$ cat src/rtl/stream_buf_pkg.sv
package stream_buf_pkg;
  typedef enum logic {
    OWNER_BUS = 1'b0,
    OWNER_ENG = 1'b1
  } owner_e;
endpackage

$ cat src/rtl/sbuf_decode.sv
module sbuf_decode #(
  parameter int ADDR_W = 32,
  parameter int DATA_W = 32,
  parameter int WORDS  = 32,
  parameter logic [ADDR_W-1:0] BASE = 'h80
) (
  input  logic              req,
  input  logic [ADDR_W-1:0] addr,
  output logic              hit,
  output logic [$clog2(WORDS)-1:0] idx
);
  localparam int BYTE_LSB = $clog2(DATA_W / 8);
  localparam int IDX_W    = $clog2(WORDS);
  localparam int WIN_LSB  = BYTE_LSB + IDX_W;

  logic unused_lanes;
  assign unused_lanes = ^addr[BYTE_LSB-1:0];

  always_comb begin
    hit = req && (addr[ADDR_W-1:WIN_LSB] == BASE[ADDR_W-1:WIN_LSB]);
    idx = addr[WIN_LSB-1:BYTE_LSB];
  end
endmodule

$ cat src/rtl/sbuf_port_mux.sv
module sbuf_port_mux
  import stream_buf_pkg::*;
#(
  parameter int DATA_W = 32,
  parameter int IDX_W  = 5
) (
  input  logic              eng_busy,
  input  logic              eng_req,
  input  logic              eng_we,
  input  logic [IDX_W-1:0]  eng_idx,
  input  logic [DATA_W-1:0] eng_wdata,
  input  logic              bus_go,
  input  logic              bus_we,
  input  logic [IDX_W-1:0]  bus_idx,
  input  logic [DATA_W-1:0] bus_wdata,
  output logic              mem_en,
  output logic              mem_we,
  output logic [IDX_W-1:0]  mem_idx,
  output logic [DATA_W-1:0] mem_wdata
);
  owner_e owner;

  always_comb begin
    owner = eng_busy ? OWNER_ENG : OWNER_BUS;
    if (owner == OWNER_ENG) begin
      mem_en    = eng_req;
      mem_we    = eng_req && eng_we;
      mem_idx   = eng_idx;
      mem_wdata = eng_wdata;
    end else begin
      mem_en    = bus_go;
      mem_we    = bus_go && bus_we;
      mem_idx   = bus_idx;
      mem_wdata = bus_wdata;
    end
  end
endmodule

$ cat src/rtl/sbuf_ram.sv
module sbuf_ram #(
  parameter int DATA_W = 32,
  parameter int WORDS  = 32,
  localparam int IDX_W = $clog2(WORDS)
) (
  input  logic              clk,
  input  logic              en,
  input  logic              we,
  input  logic [IDX_W-1:0]  idx,
  input  logic [DATA_W-1:0] wdata,
  output logic [DATA_W-1:0] rdata
);
  logic [DATA_W-1:0] mem [WORDS];

  always_ff @(posedge clk) begin
    if (en) begin
      if (we) mem[idx] <= wdata;
      rdata <= mem[idx];
    end
  end
endmodule

$ cat src/rtl/stream_buf_arb.sv
module stream_buf_arb #(
  parameter int ADDR_W = 32,
  parameter int DATA_W = 32,
  parameter int WORDS  = 32,
  parameter logic [ADDR_W-1:0] BASE = 'h80,
  localparam int IDX_W = $clog2(WORDS)
) (
  input  logic              clk,
  input  logic              rst,
  input  logic              bus_req,
  input  logic              bus_we,
  input  logic [ADDR_W-1:0] bus_addr,
  input  logic [DATA_W-1:0] bus_wdata,
  output logic              bus_ack,
  output logic [DATA_W-1:0] bus_rdata,
  input  logic              eng_busy,
  input  logic              eng_req,
  input  logic              eng_we,
  input  logic [IDX_W-1:0]  eng_idx,
  input  logic [DATA_W-1:0] eng_wdata,
  output logic              eng_rvalid,
  output logic [DATA_W-1:0] eng_rdata
);
  logic              bus_hit;
  logic [IDX_W-1:0]  bus_idx;
  logic              bus_go;
  logic              mem_en, mem_we;
  logic [IDX_W-1:0]  mem_idx;
  logic [DATA_W-1:0] mem_wdata, mem_rdata;

  sbuf_decode #(.ADDR_W(ADDR_W), .DATA_W(DATA_W), .WORDS(WORDS), .BASE(BASE)) u_dec (
    .req(bus_req), .addr(bus_addr), .hit(bus_hit), .idx(bus_idx)
  );

  // Bus is served only when the engine is idle and no ack is in flight.
  assign bus_go = bus_hit && !eng_busy && !bus_ack;

  sbuf_port_mux #(.DATA_W(DATA_W), .IDX_W(IDX_W)) u_mux (
    .eng_busy(eng_busy), .eng_req(eng_req), .eng_we(eng_we),
    .eng_idx(eng_idx), .eng_wdata(eng_wdata),
    .bus_go(bus_go), .bus_we(bus_we), .bus_idx(bus_idx), .bus_wdata(bus_wdata),
    .mem_en(mem_en), .mem_we(mem_we), .mem_idx(mem_idx), .mem_wdata(mem_wdata)
  );

  sbuf_ram #(.DATA_W(DATA_W), .WORDS(WORDS)) u_ram (
    .clk(clk), .en(mem_en), .we(mem_we), .idx(mem_idx),
    .wdata(mem_wdata), .rdata(mem_rdata)
  );

  always_ff @(posedge clk) begin
    if (rst) begin
      bus_ack    <= 1'b0;
      eng_rvalid <= 1'b0;
    end else begin
      bus_ack    <= bus_go;
      eng_rvalid <= eng_busy && eng_req && !eng_we;
    end
  end

  assign bus_rdata = mem_rdata;
  assign eng_rdata = mem_rdata;
endmodule

$ cat config.mk
export PLATFORM = sky130hd
export DESIGN_NAME = stream_buf_arb
export DESIGN_NICKNAME = d
export VERILOG_FILES = /design/src/rtl/stream_buf_pkg.sv /design/src/rtl/sbuf_decode.sv /design/src/rtl/sbuf_port_mux.sv /design/src/rtl/sbuf_ram.sv /design/src/rtl/stream_buf_arb.sv
export SDC_FILE = /design/constraint.sdc
export NUM_CORES = 1
export LEC_CHECK = 0
export BUFFER_PORTS_ARGS = -buffer_cell sky130_fd_sc_hd__buf_2
export CELL_PAD_IN_SITES_DETAIL_PLACEMENT = 1
export CELL_PAD_IN_SITES_GLOBAL_PLACEMENT = 2
export CORE_MARGIN = 2
export CORE_UTILIZATION = 45
export DETAILED_ROUTE_END_ITERATION = 10
export GPL_TIMING_DRIVEN = 0
export HOLD_SLACK_MARGIN = 0.06
export PLACE_DENSITY = 0.77
export SLEW_MARGIN = 5
export SYNTH_ARGS = -nofsm -noshare
export SYNTH_HDL_FRONTEND = slang
export SYNTH_SLANG_ARGS = --single-unit
$ cat constraint.sdc
create_clock -name clk -period 13.7 [get_ports clk]
set_input_delay 0.685 -clock clk [delete_from_list [all_inputs] [get_ports clk]]
set_output_delay 0.685 -clock clk [all_outputs]
set_load 0.02 [all_outputs]
* Yosys cells after proc, flatten, opt, wreduce, memory -nomap -nowiden *
Memory sizes are Yosys's and may differ from the RTL's. A register that Yosys moved wholly into a read port is not among the register bits.
Index checks and enable logic that the tools add are counted.

word-level totals
  flip-flop bits (word level) = 2
  RAM bits = 1024
  output and inout bits = 66
  memories = 1

memories
  name       words  bits a word  read ports  clocked after memory_dff  write ports  RTL line        source
  u_ram.mem  32     32           1           1                         1            sbuf_ram.sv:13  logic [DATA_W-1:0] mem [WORDS];

operators by class
  eq/ne operators = 1
  muxes and demuxes = 8
  reductions and logical operators = 10

operators with widths
  kind                 number
  $mux 32              1
  $eq 25x1->1 const B  1
  $logic_and 1x1->1    7
  $mux 1               6
  $mux 5               1
  $logic_not 1->1      3

* Depth between registers and ports, before layout *
  word-level depth = 9
  gate-level depth with buffers = 9

* By module *
Synthesis repeated with hierarchy kept, for this count alone.

unflattened totals
  cell total of the unflattened synthesis = 2206
  area total of the unflattened synthesis = 40989.3 um^2

modules (own cells, without submodules)
  module          times used  cells each  area each (um^2)  seq. area each (um^2)
  sbuf_ram        1           2109        40075.9           31710.4
  sbuf_port_mux   1           45          486.7             0.0
  stream_buf_arb  1           37          315.3             40.0
  sbuf_decode     1           15          111.4             0.0

* Least setup slack after synthesis *
No wires, ideal clock.

  path type = in2reg
  start = input port eng_busy
  end = memory u_ram.mem[12][0], enable pin
  library setup time = 0.502 ns
  data arrival time = 4.918 ns
  path slack = 8.281 ns
  cell stages on the path = 6
  buffers on the path = 2
  path through = buf_6 > nor4b_2 > nand4_1 > o41a_1 > clkbuf_1 > nor4_1

between the ends
  word-level cells in the longest chain between the ends = 8

ends and longest elaborated chain
  item                             RTL line              source
  from (decl)                      stream_buf_arb.sv:16  input logic eng_busy,
  $logic_not 1->1                  stream_buf_arb.sv:36  assign bus_go = bus_hit && !eng_busy && !bus_ack;
  $logic_and 1x1->1 (2 in series)  stream_buf_arb.sv:36
  $logic_and 1x1->1                sbuf_port_mux.sv:32   mem_we = bus_go && bus_we;
  $mux 1                           sbuf_port_mux.sv:25   if (owner == OWNER_ENG) begin
  $mux 1                           sbuf_ram.sv:17        if (we) mem[idx] <= wdata;
  $mux 1                           sbuf_ram.sv:16        if (en) begin
  $mux 1 (not written as such)     sbuf_ram.sv:17
  to (decl)                        sbuf_ram.sv:13

Several ways; a longest one is shown, not always the timed one.

* Worst setup path in the final report *
  start = input port eng_busy
  end = memory u_ram.mem[5][9], enable pin

The elaborated chain is that of the path after synthesis.

==> impl_metrics.json <==
{
  "status": "finished clean",
  "pwr-share-comb_pct": 6.8,
  "htreeDepth": 3,
  "grt_setup_unrepaired": "no",
  "pre_cts_slack_ns": 8.651,
  "drtIter0Drc": 2271,
  "syn-num-nets": 2309,
  "routedWlPerCell_microns": 31.97,
  "crit_path_cell_trace": "buf_2 -> buf_6 -> nor4b_2 -> nand4_1 -> o41a_1 -> clkbuf_1 -> nor3_2 -> buf_6 -> buf_6 -> buf_4",
  "r2r-start": "bus_ack",
  "crit_path_end_kind": "register",
  "track_usage_pct": 26.07,
  "cts_resized": 0,
  "numCtsBuffers": 105,
  "initial_core_util_pct": 45.33,
  "period_needed_ns": 4.333,
  "seq_power_share_pct": 52.9,
  "whs_endpoint": "eng_rvalid",
  "yosysSeqAreaShare_pct": 77.94,
  "synth_enable_flop_cells": 1056,
  "num_vias": 22960,
  "fp-row-count": 110,
  "area.growth.synth_to_final_pct": 16.88,
  "viasPerCell": 6.009,
  "maxCapViolations": 0,
  "path_clk_slew_ns": 0.06,
  "insertion_delay_ns": 0.68,
  "p_sw_share_pct": 22.29,
  "grt_pass1_vias": 23840,
  "core_sq_um": 89870,
  "whs_ns": 0.2080,
  "drive_above_1_share_pct": 21.55,
  "tns_ns": 0,
  "fp.dieW_microns": 304.9,
  "cts_sinks": 1058,
  "dp_cells": 3625,
  "finalCritPeriodShare_pct": 31.63,
  "grt.overflow.total": 0,
  "crit_family": "simple AND/OR/NAND/NOR gates",
  "nFillCells": 8174,
  "p_int_mw": 5.316,
  "hold_depth": 2,
  "post-synth-top-count-cell": "edfxtp_1",
  "fin_skew_ns": 0.02547,
  "path_max_fanout": 10,
  "dieArea_sq_um": 92950,
  "final_antenna_net_count": 0,
  "grt_max_degree": 33,
  "synth_area_sq_um": 40740,
  "drt_wl_total_microns": 122100,
  "avgSynthCellArea_sq_um": 18.51,
  "r2r_end": "u_ram.mem[5][9]",
  "tightest_slew_ns": 1.341,
  "clock_path_buffers": 3,
  "power.share.clock_pct": 40.2,
  "instances_no_fill": 3820,
  "cpMaxStageDelayCell": "nor4b_2",
  "synth_area_leaders": "edfxtp_1 78%, mux2i_1 13%, o22ai_1 3.9%, nor4_1 1.1%, mux2_2 0.94%",
  "switchingPower_mw": 1.525,
  "maxSlewViolCount": 0,
  "ir_drop_mv": 0.1217,
  "drt_pass1_iterations": 5,
  "chipHeight_microns": 304.9,
  "path_buf_inv": 6,
  "io_pins": 174,
  "p_per_area_nw_per_um2": 143.7,
  "arrival_ns": 4.67,
  "synth_flop_cell": "edfxtp_1",
  "crit_path_start_kind": "input port",
  "grt_pass1_wl_microns": 172200,
  "synth-async-reset-ratio_pct": 0,
  "r2r_cells": 8,
  "hpwl_microns": 80660,
  "max_stage_delay_ns": 0.87,
  "antenna_found_initial": 9,
  "final-hold-violation-count": 0,
  "reg2reg_slack_ns": 10.16,
  "synth-seq-cells": 1058,
  "clock.fmax_mhz": 230.8,
  "postCtsSetupBuffers": 0,
  "min-delay-start": "rst",
  "cts_tree": "done",
  "worst_slack_ns": 9.367,
  "yosysTopAreaCellShare_pct": 77.84,
  "setup_viol": 0,
  "netlist_instances": 2201,
  "p_leak_nw": 16.75,
  "slew_headroom_pct": 9.760,
  "synth_largest_area_cell": "edfxtp_1",
  "cpMostUsedCell": "buf_6",
  "cts_hold_buf": 0,
  "io_buffer_count": 171,
  "hold_class": "in2reg",
  "synthTopCellsByCount": "1056 x edfxtp_1, 514 x mux2i_1, 256 x o22ai_1, 75 x buf_2, 72 x nor4_1",
  "cts_root_buffer": "clkbuf_16",
  "crit_type": "in2reg",
  "drc": 0,
  "gp_congestion": 0.8555,
  "ys_warn_count": 0,
  "yosysUniqueCellTypes": 27,
  "nets": 2665,
  "critPathRequiredTime_ns": 14.04
}
## layout by cell type (no fill, tap or decap), drive strengths merged, types with 2 or more instances in the layout
cell    Yosys  layout
and4b       4       4
buf       112     361
bufinv      0       7
clkbuf     36     175
clkinv      0      40
dfxtp       2       2
diode       0       4
edfxtp   1056    1056
inv         1       4
mux2       34      34
mux2i     514     514
nand2      36      36
nand3       2       2
nor2       29      29
nor3       11      11
nor4       72      72
nor4b       6       6
nor4bb      6       6
o21ai      17      17
o22ai     256     256
or3         4       4
## worst max-delay path by stage
| stage | from | end | slack [ns] | cells past startpoint |
|---|---|---|---|---|
| 2_1_floorplan | eng_busy | u_ram.mem[12][0] | 8.28 | 6 |
| 3_3_place_gp | eng_busy | u_ram.mem[12][22] | 3.03 | 7 |
| 3_5_place_dp | eng_busy | u_ram.mem[5][8] | 8.65 | 10 |
| 4_1_cts | eng_busy | u_ram.mem[5][9] | 9.36 | 10 |
| 5_1_grt | eng_busy | u_ram.mem[5][9] | 9.30 | 10 |
| 6_report | eng_busy | u_ram.mem[5][9] | 9.37 | 10 |
## area by class of cell
type	instances	area, sq um	share of cell area [%]
inverters	1	3.754	0.007883
plain buffers	148	784.5	1.648
well taps	1176	1471	3.090
clock inverters	51	420.4	0.8829
repair buffers	249	1941	4.076
diodes	4	10.01	0.02102
clock buffers	139	2798	5.876
multi-input cells	994	8436	17.72
flip-flops and latches	1058	31750	66.68
## through the flow
step	utilization [%]	area (sq um)	total power, mW
2_1_floorplan	-	40740	3.950
3_3_place_gp	47.92	43070	4.126
3_5_place_dp	49.37	44370	4.151
4_1_cts	52.95	47580	6.865
5_1_grt	52.97	47610	7.019
6_report	52.98	47610	6.840
## power by group through the flow
stage / Clock, mW / Sequential (mW) / Combinational (mW)
2_1_floorplan: 0 / 3.69 / 0.255
3_3_place_gp: 0 / 3.69 / 0.435
3_5_place_dp: 0 / 3.69 / 0.461
4_1_cts: 2.78 / 3.62 / 0.464
5_1_grt: 2.91 / 3.62 / 0.491
6_report: 2.75 / 3.62 / 0.468
## sequential cells by signal, indices dropped and copies added (netlist names)
signal	flops
bus_ack	1
u_ram.mem	1024
u_ram.rdata	32
eng_rvalid	1
## cells by family after synthesis
kind of cell	after synthesis	share of synthesized area (%)
flip-flops	1058	77.94
multiplexers	548	13.57
buffers and inverters	149	1.935
AND/OR/NAND/NOR	172	2.389
AO/OA/AOI/OAI	274	4.168
## metal layers
metal / track usage, % / vias up / share of wire (%)
li1: - / 9673 / -
met3: 5.785 / 220 / 8.5
met2: 42.78 / 1007 / 48
met4: 8.324 / 8 / 3.1
met5: 0 / - / 0.035
met1: 34.68 / 12050 / 40
(Power assumes the default switching activity.)
